**src/rtl/burst_phase_gen.sv**
```systemverilog
module burst_phase_gen #(
  parameter int PRE_W   = 14,
  parameter int PAY_W   = 16,
  parameter int GAP_W   = 8,
  parameter int DELIM_W = 32,
  parameter logic [6:0] SEED = 7'h7F
) (
  input  logic               clk,
  input  logic               rst_n,
  input  logic [PRE_W-1:0]   cfg_pre_len,
  input  logic [PAY_W-1:0]   cfg_pay_len,
  input  logic [GAP_W-1:0]   cfg_gap_len,
  input  logic [DELIM_W-1:0] cfg_delim,
  input  logic               cfg_shift_en,
  input  logic               cfg_err_ins,
  output logic [1:0]         samples_o
);
  localparam int DI_W  = $clog2(DELIM_W) + 1;
  localparam int M1    = (PRE_W > PAY_W) ? PRE_W : PAY_W;
  localparam int M2    = (M1 > GAP_W) ? M1 : GAP_W;
  localparam int CNT_W = (M2 > DI_W) ? M2 : DI_W;

  typedef enum logic [1:0] {S_GAP = 2'd0, S_PRE = 2'd1, S_DLM = 2'd2, S_PAY = 2'd3} st_t;

  st_t                st;
  logic [CNT_W-1:0]   cnt;
  logic [PRE_W-1:0]   pre_l;
  logic [PAY_W-1:0]   pay_l;
  logic [GAP_W-1:0]   gap_l;
  logic [DELIM_W-1:0] dsh;
  logic [6:0]         lfsr;
  logic               off, prev, bit_c;

  wire [CNT_W-1:0] pre_end = CNT_W'(pre_l) - CNT_W'(1);
  wire [CNT_W-1:0] pay_end = CNT_W'(pay_l) - CNT_W'(1);
  wire [CNT_W-1:0] gap_end = (gap_l == '0) ? '0 : CNT_W'(gap_l) - CNT_W'(1);
  wire [CNT_W-1:0] dlm_end = CNT_W'(DELIM_W - 1);

  always_comb begin
    case (st)
      S_PRE:   bit_c = ~cnt[0];
      S_DLM:   bit_c = dsh[DELIM_W-1];
      S_PAY:   bit_c = lfsr[6] ^ cfg_err_ins;
      default: bit_c = 1'b0;
    endcase
  end

  always_ff @(posedge clk) begin
    if (!rst_n) begin
      st        <= S_GAP;
      cnt       <= '0;
      pre_l     <= '0;
      pay_l     <= '0;
      gap_l     <= '0;
      dsh       <= '0;
      lfsr      <= SEED;
      off       <= 1'b0;
      prev      <= 1'b0;
      samples_o <= 2'b00;
    end else begin
      prev      <= bit_c;
      samples_o <= off ? {prev, bit_c} : {bit_c, bit_c};
      cnt       <= cnt + 1'b1;
      case (st)
        S_GAP: if (cnt == gap_end) begin
          cnt   <= '0;
          pre_l <= cfg_pre_len;
          pay_l <= cfg_pay_len;
          gap_l <= cfg_gap_len;
          dsh   <= cfg_delim;
          lfsr  <= SEED;
          off   <= cfg_shift_en & ~off;
          st    <= (cfg_pre_len != '0) ? S_PRE : S_DLM;
        end
        S_PRE: if (cnt == pre_end) begin
          cnt <= '0;
          st  <= S_DLM;
        end
        S_DLM: begin
          dsh <= {dsh[DELIM_W-2:0], 1'b0};
          if (cnt == dlm_end) begin
            cnt <= '0;
            st  <= (pay_l != '0) ? S_PAY : S_GAP;
          end
        end
        S_PAY: begin
          lfsr <= {lfsr[5:0], lfsr[6] ^ lfsr[5]};
          if (cnt == pay_end) begin
            cnt <= '0;
            st  <= S_GAP;
          end
        end
        default: st <= S_GAP;
      endcase
    end
  end
endmodule


```
**config.mk**
```make
export PLATFORM = sky130hd
export DESIGN_NAME = burst_phase_gen
export DESIGN_NICKNAME = d
export VERILOG_FILES = /design/src/rtl/burst_phase_gen.sv
export SDC_FILE = /design/constraint.sdc
export NUM_CORES = 1
export LEC_CHECK = 0
export BUFFER_PORTS_ARGS = -buffer_cell sky130_fd_sc_hd__clkbuf_2
export CAP_MARGIN = 30
export CORE_MARGIN = 8
export CORE_UTILIZATION = 50
export CTS_CLUSTER_SIZE = 12
export DETAILED_ROUTE_END_ITERATION = 12
export MAX_ROUTING_LAYER = met4
export PLACE_DENSITY = 0.83
export SKIP_CTS_REPAIR_TIMING = 1
export SLEW_MARGIN = 20
export SYNTH_ARGS = -nofsm -noshare
export SYNTH_HDL_FRONTEND = slang
export SYNTH_SLANG_ARGS = --single-unit
```
**constraint.sdc**
```tcl
create_clock -name clk -period 6.66 [get_ports clk]
set_input_delay 1.665 -clock clk [delete_from_list [all_inputs] [get_ports clk]]
set_output_delay 1.665 -clock clk [all_outputs]
set_load 0.02 [all_outputs]
```
==> metrics.txt <==
unrepaired setup endpoints after global routing false; average footprint of a synthesized cell 7.58 µm²; fraction of final layout cells sized beyond drive strength 1 16.1%; Final Setup Violations 0; filler cell count in the final layout 969; number of synthesis warnings 0; largest area contributor in the synthesized netlist sky130_fd_sc_hd__dfxtp_1; post-synthesis to final-layout area growth 9.93%; aggregate global routing overflow 0; Setup WS post-layout 2.94 ns; category of the most critical setup path reg -> reg; Tot GR Track Use 19.3%; met2 wirelength from detailed routing 6380 µm; Min Clock Period, post-route 3.72 ns; actual slew at the worst max-slew pin 0.914 ns; final standard cell utilization of the core 56.3%; horizontal die dimension 122 µm; max-slew violation total from the final report 0; Avg Vias per Cell 5.77; DRC errors left 0; syn nets 814; slew margin rel. 38.9%; first-pass GRT wire length 23000 µm; uppermost routed layer met4; number of antenna violations at the first check in global routing 0; sequential share of the synthesized area 35.2%; deepest level of the CTS H-tree 3; type of the tightest min-delay check reg -> reg; final wirelength 13700 µm; run status finished, final reports clean; most used flip-flop cell after synthesis sky130_fd_sc_hd__dfxtp_1; endpoint required time on the critical path 6.99 ns; DIE HEIGHT 122 µm; most common cell in the synthesized netlist sky130_fd_sc_hd__nand2_1; DR pass1 iterations 7; count of input and output buffers 75; register clock-pin slew on the reported worst setup and hold paths 0.11 ns; biggest fanout along the worst timing path 21; floorplan die area 14800 µm²; number of cells traversed by the worst register-to-register path 12; Root Buffer Master sky130_fd_sc_hd__clkbuf_8; clock tree skew after final layout 0.0162 ns; Longest Clk Path Bufs 2; Maximum Capacitance Violations 0; dpl cell area 5910 µm²; Starting Density 51.2%; number of hold violations in the final report 0; DR WL/cell 15.0 µm; Post-synth EDFFs 0; clock sinks 98; half-perimeter wire length after detailed placement 9940 µm; share of the clock period used by the worst path 55.8%; weighted congestion at the end of routability-driven global placement 0.884; Num CTS Buffers 9; number of standard cells in the layout, taps in and fillers out 915; fraction of registers with async set or reset after synthesis 0%; count of standard-cell rows 38; power after layout 2.02 mW; Vias 5283; Met1 Wirelength 6350 µm; element type at the critical path end flip-flop; top cells by area, synth sky130_fd_sc_hd__dfxtp_1 (35%), sky130_fd_sc_hd__nand2_1 (9.9%), sky130_fd_sc_hd__a21oi_1 (4.9%); largest net degree at the start of global routing 44; number of synthesized register bits 98; worst hold stages 2; # IOs 76; power per cell area 330 nW/µm²; worst hold slack 0.451 ns; top cell types by occurrence after synthesis sky130_fd_sc_hd__nand2_1 (147), sky130_fd_sc_hd__dfxtp_1 (98), sky130_fd_sc_hd__nor2_1 (59); number of placed instances, taps included 898; total number of nets in the final design 848; Total Negative Setup Slacks 0 ns; number of instances in the synthesized netlist 736; Max IR drop VDD 0.175 mV; top cell type's share of synthesized area 35.2%; max frequency 269 MHz; initial DRC count 408; Detail Route met3 WL 802 µm; floorplan core area 10900 µm²; Diodes inserted 0; via count of the first global-routing pass 4839; CP Launch Type flip-flop; source-to-sink clock delay at the later pin of the worst-skew pair 0.38 ns; distinct cell type count after synthesis 72; dpl ws 2.73 ns; total leakage power 2.44 nW; Critical Path AT 4.05 ns; antenna-violating nets left 0; TritonCTS clock tree yes; post-route cell area 6130 µm²; mapped cell area 5580 µm²
==> where the power goes <==
part,switching [mW],internal (mW),leakage [nW]
Combinational,0.527,0.334,1.53
Sequential,0.0888,0.653,0.796
Clock,0.227,0.192,0.110
==> routing by layer <==
layer / vias up / GRT usage, %
li1: 2649 / -
met1: 2481 / 24.4
met2: 142 / 30.3
met3: 11 / 4.81
met4: 0 / 5.17
met5: - / -
==> flip-flops by register name, indices dropped and copies added (netlist names) <==
| register | cells |
|---|---|
| lfsr | 7 |
| st | 2 |
| pre_l | 14 |
| dsh | 32 |
| samples_o | 2 |
| pay_l | 16 |
| cnt | 16 |
| off | 1 |
| gap_l | 8 |
==> logic make-up (layout without fill, tap and decap cells) <==
group | Yosys count | after routing | share of synthesized area (%)
xor gates and xnor gates | 48 | 48 | 7.54
buffers and inverters | 76 | 115 | 6.21
muxes | 3 | 3 | 0.561
adders and majority gates | 4 | 4 | 0.897
DFF | 98 | 98 | 35.2
and+or+nand+nor | 343 | 343 | 30.0
AOI/OAI and AO/OA | 164 | 164 | 19.6
==> worst paths after layout <==
kind         slack [ns]              endpoint             startpoint
max                2.94   dsh[2]$_SDFFE_PN0P_  gap_l[0]$_SDFFE_PN0P_
min                0.45  dsh[25]$_SDFFE_PN0P_   dsh[25]$_SDFFE_PN0P_
max reg2reg        2.94   dsh[2]$_SDFFE_PN0P_  gap_l[0]$_SDFFE_PN0P_
min reg2reg        0.45  dsh[25]$_SDFFE_PN0P_   dsh[25]$_SDFFE_PN0P_
==> cell usage in the layout, fill, tap and decap left out, types with 9 or more instances in the layout <==
master	instances
sky130_fd_sc_hd__nor3_1	22
sky130_fd_sc_hd__a31oi_1	9
sky130_fd_sc_hd__nand3_1	13
sky130_fd_sc_hd__clkbuf_8	10
sky130_fd_sc_hd__or3_1	9
sky130_fd_sc_hd__o21ai_0	16
sky130_fd_sc_hd__clkbuf_2	75
sky130_fd_sc_hd__and2_1	10
sky130_fd_sc_hd__nor2_2	10
sky130_fd_sc_hd__nand4_1	14
sky130_fd_sc_hd__xor2_1	20
sky130_fd_sc_hd__nand2_1	147
sky130_fd_sc_hd__inv_1	17
sky130_fd_sc_hd__dfxtp_1	98
sky130_fd_sc_hd__a22oi_1	31
sky130_fd_sc_hd__xnor2_1	28
sky130_fd_sc_hd__a21oi_1	55
sky130_fd_sc_hd__nor4_1	14
sky130_fd_sc_hd__nor2_1	58
==> cell type report <==
cell class	instances	area [µm²]	area share, %
clock inverters	6	76.3	1.24
inverters	18	67.6	1.10
clock buffers	10	138	2.24
repair buffers	81	432	7.04
flip-flops and latches	98	1960	32.0
well taps	140	175	2.86
multi-input cells	562	3280	53.5
==> critical path, cell delays in order, from the launching register on <==
cell	delay, ns
sky130_fd_sc_hd__dfxtp_1	0.34
sky130_fd_sc_hd__inv_1	0.10
sky130_fd_sc_hd__ha_1	0.24
sky130_fd_sc_hd__or3b_1	0.45
sky130_fd_sc_hd__or3_1	0.42
sky130_fd_sc_hd__o21a_1	0.14
sky130_fd_sc_hd__a211o_1	0.29
sky130_fd_sc_hd__nor4_4	0.57
sky130_fd_sc_hd__buf_6	0.23
sky130_fd_sc_hd__and2_1	0.45
sky130_fd_sc_hd__buf_8	0.24
sky130_fd_sc_hd__a22oi_1	0.09
sky130_fd_sc_hd__nand2_1	0.10
No activity file was read; power rests on OpenSTA's default activity.
